<file path="config.mk">
export PLATFORM = sky130hd
export DESIGN_NAME = reload_timer8
export DESIGN_NICKNAME = d
export VERILOG_FILES = /design/src/rtl/rtmr_pkg.sv /design/src/rtl/rtmr_ctrl.sv /design/src/rtl/rtmr_datapath.sv /design/src/rtl/reload_timer8.sv
export SDC_FILE = /design/constraint.sdc
export NUM_CORES = 1
export LEC_CHECK = 0
export BUFFER_PORTS_ARGS = -buffer_cell sky130_fd_sc_hd__buf_2
export CORE_MARGIN = 3
export CORE_UTILIZATION = 40
export CTS_CLUSTER_DIAMETER = 200
export CTS_CLUSTER_SIZE = 20
export DETAILED_ROUTE_END_ITERATION = 8
export PLACE_DENSITY_LB_ADDON = 0.3
export SYNTH_ARGS = -nofsm -noshare
export SYNTH_HDL_FRONTEND = slang
export SYNTH_SLANG_ARGS = --single-unit
</file>
<file path="constraint.sdc">
create_clock -name clk -period 2 [get_ports clk]
set_input_delay 0.3 -clock clk [delete_from_list [all_inputs] [get_ports clk]]
set_output_delay 0.3 -clock clk [all_outputs]
set_load 0.01 [all_outputs]
</file>
<file path="src/rtl/rtmr_pkg.sv">
package rtmr_pkg;
  localparam int CNT_W    = 8;
  localparam int PRESC_W  = 13;
  localparam int SEL_W    = 3;
  localparam int ADDR_W   = 2;
  localparam int NUM_TAPS = 7;
  localparam int MODE_W   = 5;
  localparam int MODE_RELOAD_BIT = 3;
  localparam int MODE_EDGE_BIT   = 4;
  // prescaler bit whose rising transition is each tap's tick, codes 0..6
  localparam int TAP_BIT [NUM_TAPS] = '{12, 10, 8, 7, 5, 3, 1};
  localparam logic [ADDR_W-1:0] ADDR_MODE  = ADDR_W'(0);
  localparam logic [ADDR_W-1:0] ADDR_COUNT = ADDR_W'(1);
  localparam logic [ADDR_W-1:0] ADDR_FLAG  = ADDR_W'(2);

  typedef struct packed {
    logic countEn;
    logic wrMode;
    logic wrReload;
    logic clrFlag;
  } tmrStrobes_t;
endpackage

</file>
<file path="src/rtl/rtmr_ctrl.sv">
module rtmr_ctrl
  import rtmr_pkg::*;
(
  input  logic              clk,
  input  logic              rstN,
  input  logic              evtIn,
  input  logic [ADDR_W-1:0] busAddr,
  input  logic              busWr,
  input  logic              busWdata0,
  input  logic [SEL_W-1:0]  clkSel,
  input  logic              fallEdge,
  output tmrStrobes_t       stb
);
  localparam int SRC_N = 1 << SEL_W;

  logic [PRESC_W-1:0] presc;
  logic syncA, syncB, syncPrev;
  logic [NUM_TAPS-1:0] tapTick;
  logic [SRC_N-1:0] srcVec;
  logic extTick;

  always_ff @(posedge clk) begin
    if (!rstN) presc <= '0;
    else       presc <= presc + 1'b1;
  end

  // tick in the cycle before the tap bit rises, so the increment lands on that edge
  for (genvar i = 0; i < NUM_TAPS; i++) begin : g_tap
    localparam int B = TAP_BIT[i];
    localparam logic [PRESC_W-1:0] PAT = PRESC_W'((1 << B) - 1);
    assign tapTick[i] = (presc[B:0] == PAT[B:0]);
  end

  always_ff @(posedge clk) begin
    if (!rstN) begin
      syncA <= 1'b0; syncB <= 1'b0; syncPrev <= 1'b0;
    end else begin
      syncA <= evtIn; syncB <= syncA; syncPrev <= syncB;
    end
  end

  assign extTick = fallEdge ? (!syncB && syncPrev) : (syncB && !syncPrev);
  assign srcVec  = {extTick, tapTick};

  always_comb begin
    stb.countEn  = srcVec[clkSel];
    stb.wrMode   = busWr && (busAddr == ADDR_MODE);
    stb.wrReload = busWr && (busAddr == ADDR_COUNT);
    stb.clrFlag  = busWr && (busAddr == ADDR_FLAG) && !busWdata0;
  end

  // prescaler ticks never come on back-to-back cycles while the source is unchanged
  p_single_tick_r2: assert property (@(posedge clk) disable iff (!rstN)
    (stb.countEn && clkSel != SEL_W'(SRC_N - 1)) |=> (!stb.countEn || clkSel != $past(clkSel)));
endmodule

</file>
<file path="src/rtl/rtmr_datapath.sv">
module rtmr_datapath
  import rtmr_pkg::*;
(
  input  logic              clk,
  input  logic              rstN,
  input  tmrStrobes_t       stb,
  input  logic [ADDR_W-1:0] busAddr,
  input  logic [CNT_W-1:0]  busWdata,
  output logic [SEL_W-1:0]  clkSel,
  output logic              fallEdge,
  output logic [CNT_W-1:0]  busRdata,
  output logic              irqFlag
);
  logic [MODE_W-1:0] modeReg;
  logic [CNT_W-1:0]  count, reloadReg;
  logic flag, reloadMode, overflow;

  assign clkSel     = modeReg[SEL_W-1:0];
  assign reloadMode = modeReg[MODE_RELOAD_BIT];
  assign fallEdge   = modeReg[MODE_EDGE_BIT];
  assign overflow   = stb.countEn && (count == '1);

  always_ff @(posedge clk) begin
    if (!rstN) begin
      modeReg   <= '0;
      reloadReg <= '0;
    end else begin
      if (stb.wrMode)   modeReg   <= busWdata[MODE_W-1:0];
      if (stb.wrReload) reloadReg <= busWdata;
    end
  end

  always_ff @(posedge clk) begin
    if (!rstN)                 count <= '0;
    else if (overflow)         count <= reloadMode ? reloadReg : '0;
    else if (stb.countEn)      count <= count + 1'b1;
  end

  // overflow has priority over a clearing write
  always_ff @(posedge clk) begin
    if (!rstN)             flag <= 1'b0;
    else if (overflow)     flag <= 1'b1;
    else if (stb.clrFlag)  flag <= 1'b0;
  end

  assign irqFlag = flag;

  always_comb begin
    busRdata = '0;
    case (busAddr)
      ADDR_MODE:  busRdata = CNT_W'(modeReg);
      ADDR_COUNT: busRdata = count;
      ADDR_FLAG:  busRdata = CNT_W'(flag);
      default:    busRdata = '0;
    endcase
  end

  p_step_r2: assert property (@(posedge clk) disable iff (!rstN)
    (stb.countEn && count != '1) |=> count == $past(count) + 1'b1);
  p_hold_r4: assert property (@(posedge clk) disable iff (!rstN)
    !stb.countEn |=> $stable(count));
  p_wrap_r5: assert property (@(posedge clk) disable iff (!rstN)
    (stb.countEn && count == '1 && !reloadMode) |=> count == '0);
  p_reload_r6: assert property (@(posedge clk) disable iff (!rstN)
    (stb.countEn && count == '1 && reloadMode) |=> count == $past(reloadReg));
  p_flag_set_r7: assert property (@(posedge clk) disable iff (!rstN)
    (stb.countEn && count == '1) |=> flag);
  p_flag_clear_r8: assert property (@(posedge clk) disable iff (!rstN)
    $fell(flag) |-> $past(stb.clrFlag));
endmodule

</file>
<file path="src/rtl/reload_timer8.sv">
module reload_timer8
  import rtmr_pkg::*;
(
  input  logic              clk,
  input  logic              rstN,
  input  logic              evtIn,
  input  logic [ADDR_W-1:0] busAddr,
  input  logic              busWr,
  input  logic [CNT_W-1:0]  busWdata,
  output logic [CNT_W-1:0]  busRdata,
  output logic              irqFlag
);
  tmrStrobes_t stb;
  logic [SEL_W-1:0] clkSel;
  logic fallEdge;

  rtmr_ctrl u_ctrl (
    .clk(clk), .rstN(rstN), .evtIn(evtIn), .busAddr(busAddr), .busWr(busWr),
    .busWdata0(busWdata[0]), .clkSel(clkSel), .fallEdge(fallEdge), .stb(stb)
  );

  rtmr_datapath u_dp (
    .clk(clk), .rstN(rstN), .stb(stb), .busAddr(busAddr), .busWdata(busWdata),
    .clkSel(clkSel), .fallEdge(fallEdge), .busRdata(busRdata), .irqFlag(irqFlag)
  );
endmodule

</file>
## After elaboration in Yosys (flattened, before gate mapping)

Cells that the tools add are included.

- Register bits after elaboration: 38
- Input port bits: 14
- Output and inout bits: 9
- Word-level logic and storage cells: 43

- $add $sub $neg: 2
- Order comparisons: 1
- Equality and inequality tests: 10
- Mux-type cells: 9
- Reduce and logical (&&, ||, !) cells: 13

Operators by type and width:

| operator | number |
|---|---|
| $mux 8 | 3 |
| $pmux 8 s3 | 1 |
| $add 13x1->13 const B | 1 |
| $eq 13x12->1 const B | 1 |
| $eq 11x10->1 const B | 1 |
| $eq 9x8->1 const B | 1 |
| $add 8x1->8 const B | 1 |
| $eq 8x7->1 const B | 1 |
| $eq 8x8->1 const B | 1 |
| $logic_and 1x1->1 | 7 |
| $eq 6x5->1 const B | 1 |
| $eq 2x1->1 const B | 2 |
| $eq 4x3->1 const B | 1 |
| $lt 3x4->1 const B | 1 |
| $mux 1 | 4 |
| $reduce_bool 2->1 | 2 |
| $bmux 1 s3 | 1 |
| $logic_not 1->1 | 3 |
| $eq 2x2->1 const B | 1 |
| $logic_not 2->1 | 1 |

## Logic depth before layout (Yosys ltp)

- Word-level depth: 7
- Mapped depth: 10
- Gate-level depth less buffers: 9

## Cells and area by module

From an unflattened synthesis, not the netlist that was laid out.

- Cell total of the unflattened synthesis: 208
- Area total of the unflattened synthesis: 1940.6 µm²

By module, submodules not included:

| module | instances | cells each | area an instance (µm²) | sequential area each (µm²) |
|---|---|---|---|---|
| rtmr_datapath | 1 | 120 | 1121.1 | 440.4 |
| rtmr_ctrl | 1 | 88 | 819.5 | 320.3 |

## Worst setup path before layout

OpenSTA, ideal clock, no wires.

- Path type: reg-to-reg
- Start point: reg u_ctrl.presc[0]
- End point: reg u_dp.count[4]
- Setup time: 0.115 ns
- Arrival time: 1.714 ns
- Required time: 1.885 ns
- Path slack: 0.170 ns
- Cell stages (with the launch flop): 10
- Buffers on the path: 0
- Period minus slack after synthesis: 1.830 ns
- Path through: dfxtp_1 > ha_1 > nand4_2 > nor2_1 > ha_1 > nor2b_1 > o21ai_1 > nand3_2 > a41o_1 > and3_1

- Longest elaborated chain between the ends: 5
- Elaborated cells on any way between the ends: 12
- Classes of those cells: eq/ne (7); mux (3); reduce/logical (2)

Ends and longest elaborated chain:

| what | RTL line | text |
|---|---|---|
| from (decl) | rtmr_ctrl.sv:16 | `logic [PRESC_W-1:0] presc;` |
| from (signal assigned) | rtmr_ctrl.sv:24 | `else presc <= presc + 1'b1;` |
| $eq 13x12->1 (tied with other cells) | rtmr_ctrl.sv:31 | `assign tapTick[i] = (presc[B:0] == PAT[B:0]);` |
| $bmux 1 s3 * | rtmr_ctrl.sv:46 | `stb.countEn = srcVec[clkSel];` |
| $mux 1 (not written as such) * | rtmr_ctrl.sv:46 |  |
| $logic_and 1x1->1 | rtmr_datapath.sv:21 | `assign overflow = stb.countEn && (count == '1);` |
| $mux 8 / $reduce_bool 2->1 (equally long branches) | n/a |  |
| to (signal assigned) | rtmr_datapath.sv:35 | `else if (overflow) count <= reloadMode ? reloadReg : '0;` |
| to (signal assigned) | rtmr_datapath.sv:36 | `else if (stb.countEn) count <= count + 1'b1;` |
| to (decl) | rtmr_datapath.sv:15 | `logic [CNT_W-1:0] count, reloadReg;` |

Mark *: on every way between the ends. The rest lies on a longest branch, timed or not. The select of a mux whose other input is x is not followed.
A chain may end at the register's enable or synchronous reset.

## Final worst setup path

Same ends and word-level chain as after synthesis.

==> out/qor.txt <==
PD cells: 743.3 nW/um2
maximum operating frequency: 531.4 MHz
Worst-Skew Late Latency: 0.29 ns
GRT Total Usage: 0.1491
routability congestion estimate: 0.7831
Antenna diodes: 0
post-synthesis sequential area ratio: 0.4000
Mapped Cells: 212
DRT Pass-1 Iters: 4
Final min period: 1.882 ns
FF-to-FF Start: u_ctrl.presc[0]
chip width: 74.96 um
CTS Hold Buffers Added: 0
Least-Margin Pin Slew: 0.5851 ns
TritonCTS clock tree: built
met3 routed WL: 142 um
pin count of the biggest net entering global routing: 42
crit path DAT: 2.07 ns
Cells on Worst Hold Path: 2
share of layout cells above drive strength 1: 0.2181
Rows: 24
Synth Net Count: 230
final setup margin: 0.1181 ns
Cell variety after synth: 43
CTS root buf: clkbuf_8
post-route cell area: 2277 um2
initial core utilization: 0.4251
TNS Setup: 0 ns
HP Start: evtIn
I/O Buffers: 22
clock-pin slew on the worst setup and hold paths: 0.08 ns
hold path endpoint: u_ctrl.syncA
Syn Area/Cell: 8.971 um2
initial antenna violation count: 0
#FFs+latches synth: 38
HPWL Detailed: 2843 um
M1 WL: 2144 um
fin. max-slew vios: 0
Worst EP required: 2.19 ns
DRT antenna net count: 0
DR iter-0 viols: 80
R2R depth: 9
gr ovfl total: 0
DRC: 0
crit start category: register
Die Ht: 74.96 um
commonest non-fill, non-tap cells in the layout: dfxtp_1 (37), buf_2 (22), nand3_1 (18), nand2_1 (16)
worst reg2reg path endpoint: u_dp.count[4]
Hold Fails Final Rpt: 0
Worst slew margin: 0.6100
Crit Path Max Fanout: 5
final net count: 260
critical path class: reg2reg
commonest non-fill, non-tap cell in the layout: dfxtp_1
total power: 1.693 mW
# IOs: 23
Vias: 1,601
area grow syn2layout: 19.74%
Clock Path Buffers: 2
clk sinks: 38
die area: 5618 um2
DR WL/cell: 13.86 um
# Max-Cap Violations: 0
core footprint: 4474 um2
Synth Cell Area: 1902 um2
wire length on met2: 1750 um
r2r setup slk: 0.12 ns
clock skew: 0.003985 ns
H-tree levels: 2
HP Class: in2reg
Max VDD drop: 473.8 uV
outcome: finished, final reports clean
crit end category: register
final setup vio count: 0
area post-placement: 2088 um2
DR top layer: met4
dpl ws: 0.09954 ns
YS warnings: 0
Leakage: 0.9507 nW
vias in the first global route: 1,320
cts bufs inserted: 5
first-pass GRT wire length: 6499 um
fin crit share: 0.9409
final WL: 4089 um
vias per cell: 5.427
worst max-delay path, stage by stage, from the launching register on:
cell,delay (ns)
dfxtp_1,0.32
ha_2,0.19
nand4_2,0.11
nor2_1,0.05
ha_1,0.17
nor2b_1,0.14
o21ai_2,0.22
nand3_2,0.17
a41o_1,0.27
and3_1,0.15
sequential cells by signal, indices dropped and copies added (netlist names):
register and flops:
u_dp.reloadReg 8, u_ctrl.presc 13, u_ctrl.syncB 1, u_dp.irqFlag 1
u_ctrl.syncPrev 1, u_ctrl.syncA 1, u_dp.modeReg 5, u_dp.count 8
stage by stage:
stage	hold WS (ns)	util	instances
3_5_place_dp	0.4229	0.4667	284
6_report	0.2178	0.5089	295
2_1_floorplan	0.4057	-	212
4_1_cts	0.2123	0.4986	292
3_3_place_gp	0.4088	0.4667	284
5_1_grt	0.2099	0.5089	295
what timing repair did:
action | 4_1_cts | 5_1_grt
buffers inserted | 0 | 2
gates resized for setup | 0 | 5
setup endpoints to repair | 0 | 8
cells by family (layout without fill, tap and decap cells):
group | after synthesis | after routing | share of synthesized area
buf+inv | 17 | 47 | 0.04144
mux | 11 | 11 | 0.05790
compound gates | 35 | 35 | 0.1342
simple gates | 99 | 100 | 0.3033
fa+ha+maj | 4 | 4 | 0.02632
flops | 38 | 38 | 0.4000
xor+xnor | 8 | 8 | 0.03684
power by group:
part | internal, mW | switching [mW]
clock network | 0.532 | 0.279
registers | 0.773 | 0.0145
logic | 0.0442 | 0.0500
total | 1.35 | 0.343
Yosys cell counts:
library cell	n	area [um2]
a21boi_0	10	75.07
a21oi_1	4	20.02
a22oi_1	1	7.510
a31o_1	2	17.52
a31oi_1	1	6.260
a32o_1	2	20.02
a41o_1	3	30.03
and2_1	13	81.33
and3_1	7	43.79
and3_2	1	7.510
and3b_1	1	8.760
and4_2	1	10.01
buf_2	3	15.01
buf_8	1	15.01
clkbuf_1	7	26.28
dfxtp_1	38	760.7
ha_1	4	50.05
inv_1	6	22.52
mux2i_1	11	110.1
nand2_1	16	60.06
nand3_1	18	90.09
nand3_2	1	10.01
nand3b_1	3	22.52
nand4_1	5	31.28
nand4_2	1	12.51
nand4b_1	1	8.760
nor2_1	9	33.78
nor2_2	1	6.260
nor2b_1	13	81.33
nor3_1	1	5.000
nor3_2	1	10.01
nor3b_2	1	12.51
nor4b_1	1	8.760
o211a_1	2	20.02
o211ai_1	2	15.01
o21ai_0	4	20.02
o21ai_1	3	15.01
o311ai_1	1	8.760
or3_1	2	12.51
or3b_1	1	8.760
or4bb_1	1	11.26
xnor2_1	7	61.31
xor2_1	1	8.760
area by class of cell:
class,count,area (um2)
Multi-Input combinational cell,158,1092
Inverter,6,22.52
Tap cell,52,65.06
Clock buffer,6,82.58
Clock inverter,2,60.06
Fill cell,422,2197
Sequential cell,38,762.0
Timing Repair Buffer,33,192.7
metal layers:
metal  GRT usage  up-vias
met1      0.2245      756
li1            -      817
met5           0        -
met3     0.03605        4
met4     0.04150        0
met2      0.2099       24
how the worst max path moves through the flow:
| stage | from | endpoint | slack, ns | cells after the start |
|---|---|---|---|---|
| after floorplan | u_ctrl.presc[0] | u_dp.count[4] | 0.17 | 9 |
| after global placement | u_ctrl.presc[0] | u_dp.count[4] | 0.11 | 9 |
| after global routing | u_ctrl.presc[5] | u_dp.count[2] | -0.002 | 7 |
| after CTS | u_ctrl.presc[0] | u_dp.count[4] | 0.09 | 9 |
| final | u_ctrl.presc[0] | u_dp.count[4] | 0.12 | 9 |
| after detailed placement | u_ctrl.presc[0] | u_dp.count[4] | 0.1 | 9 |
(Power assumes the default switching activity.)
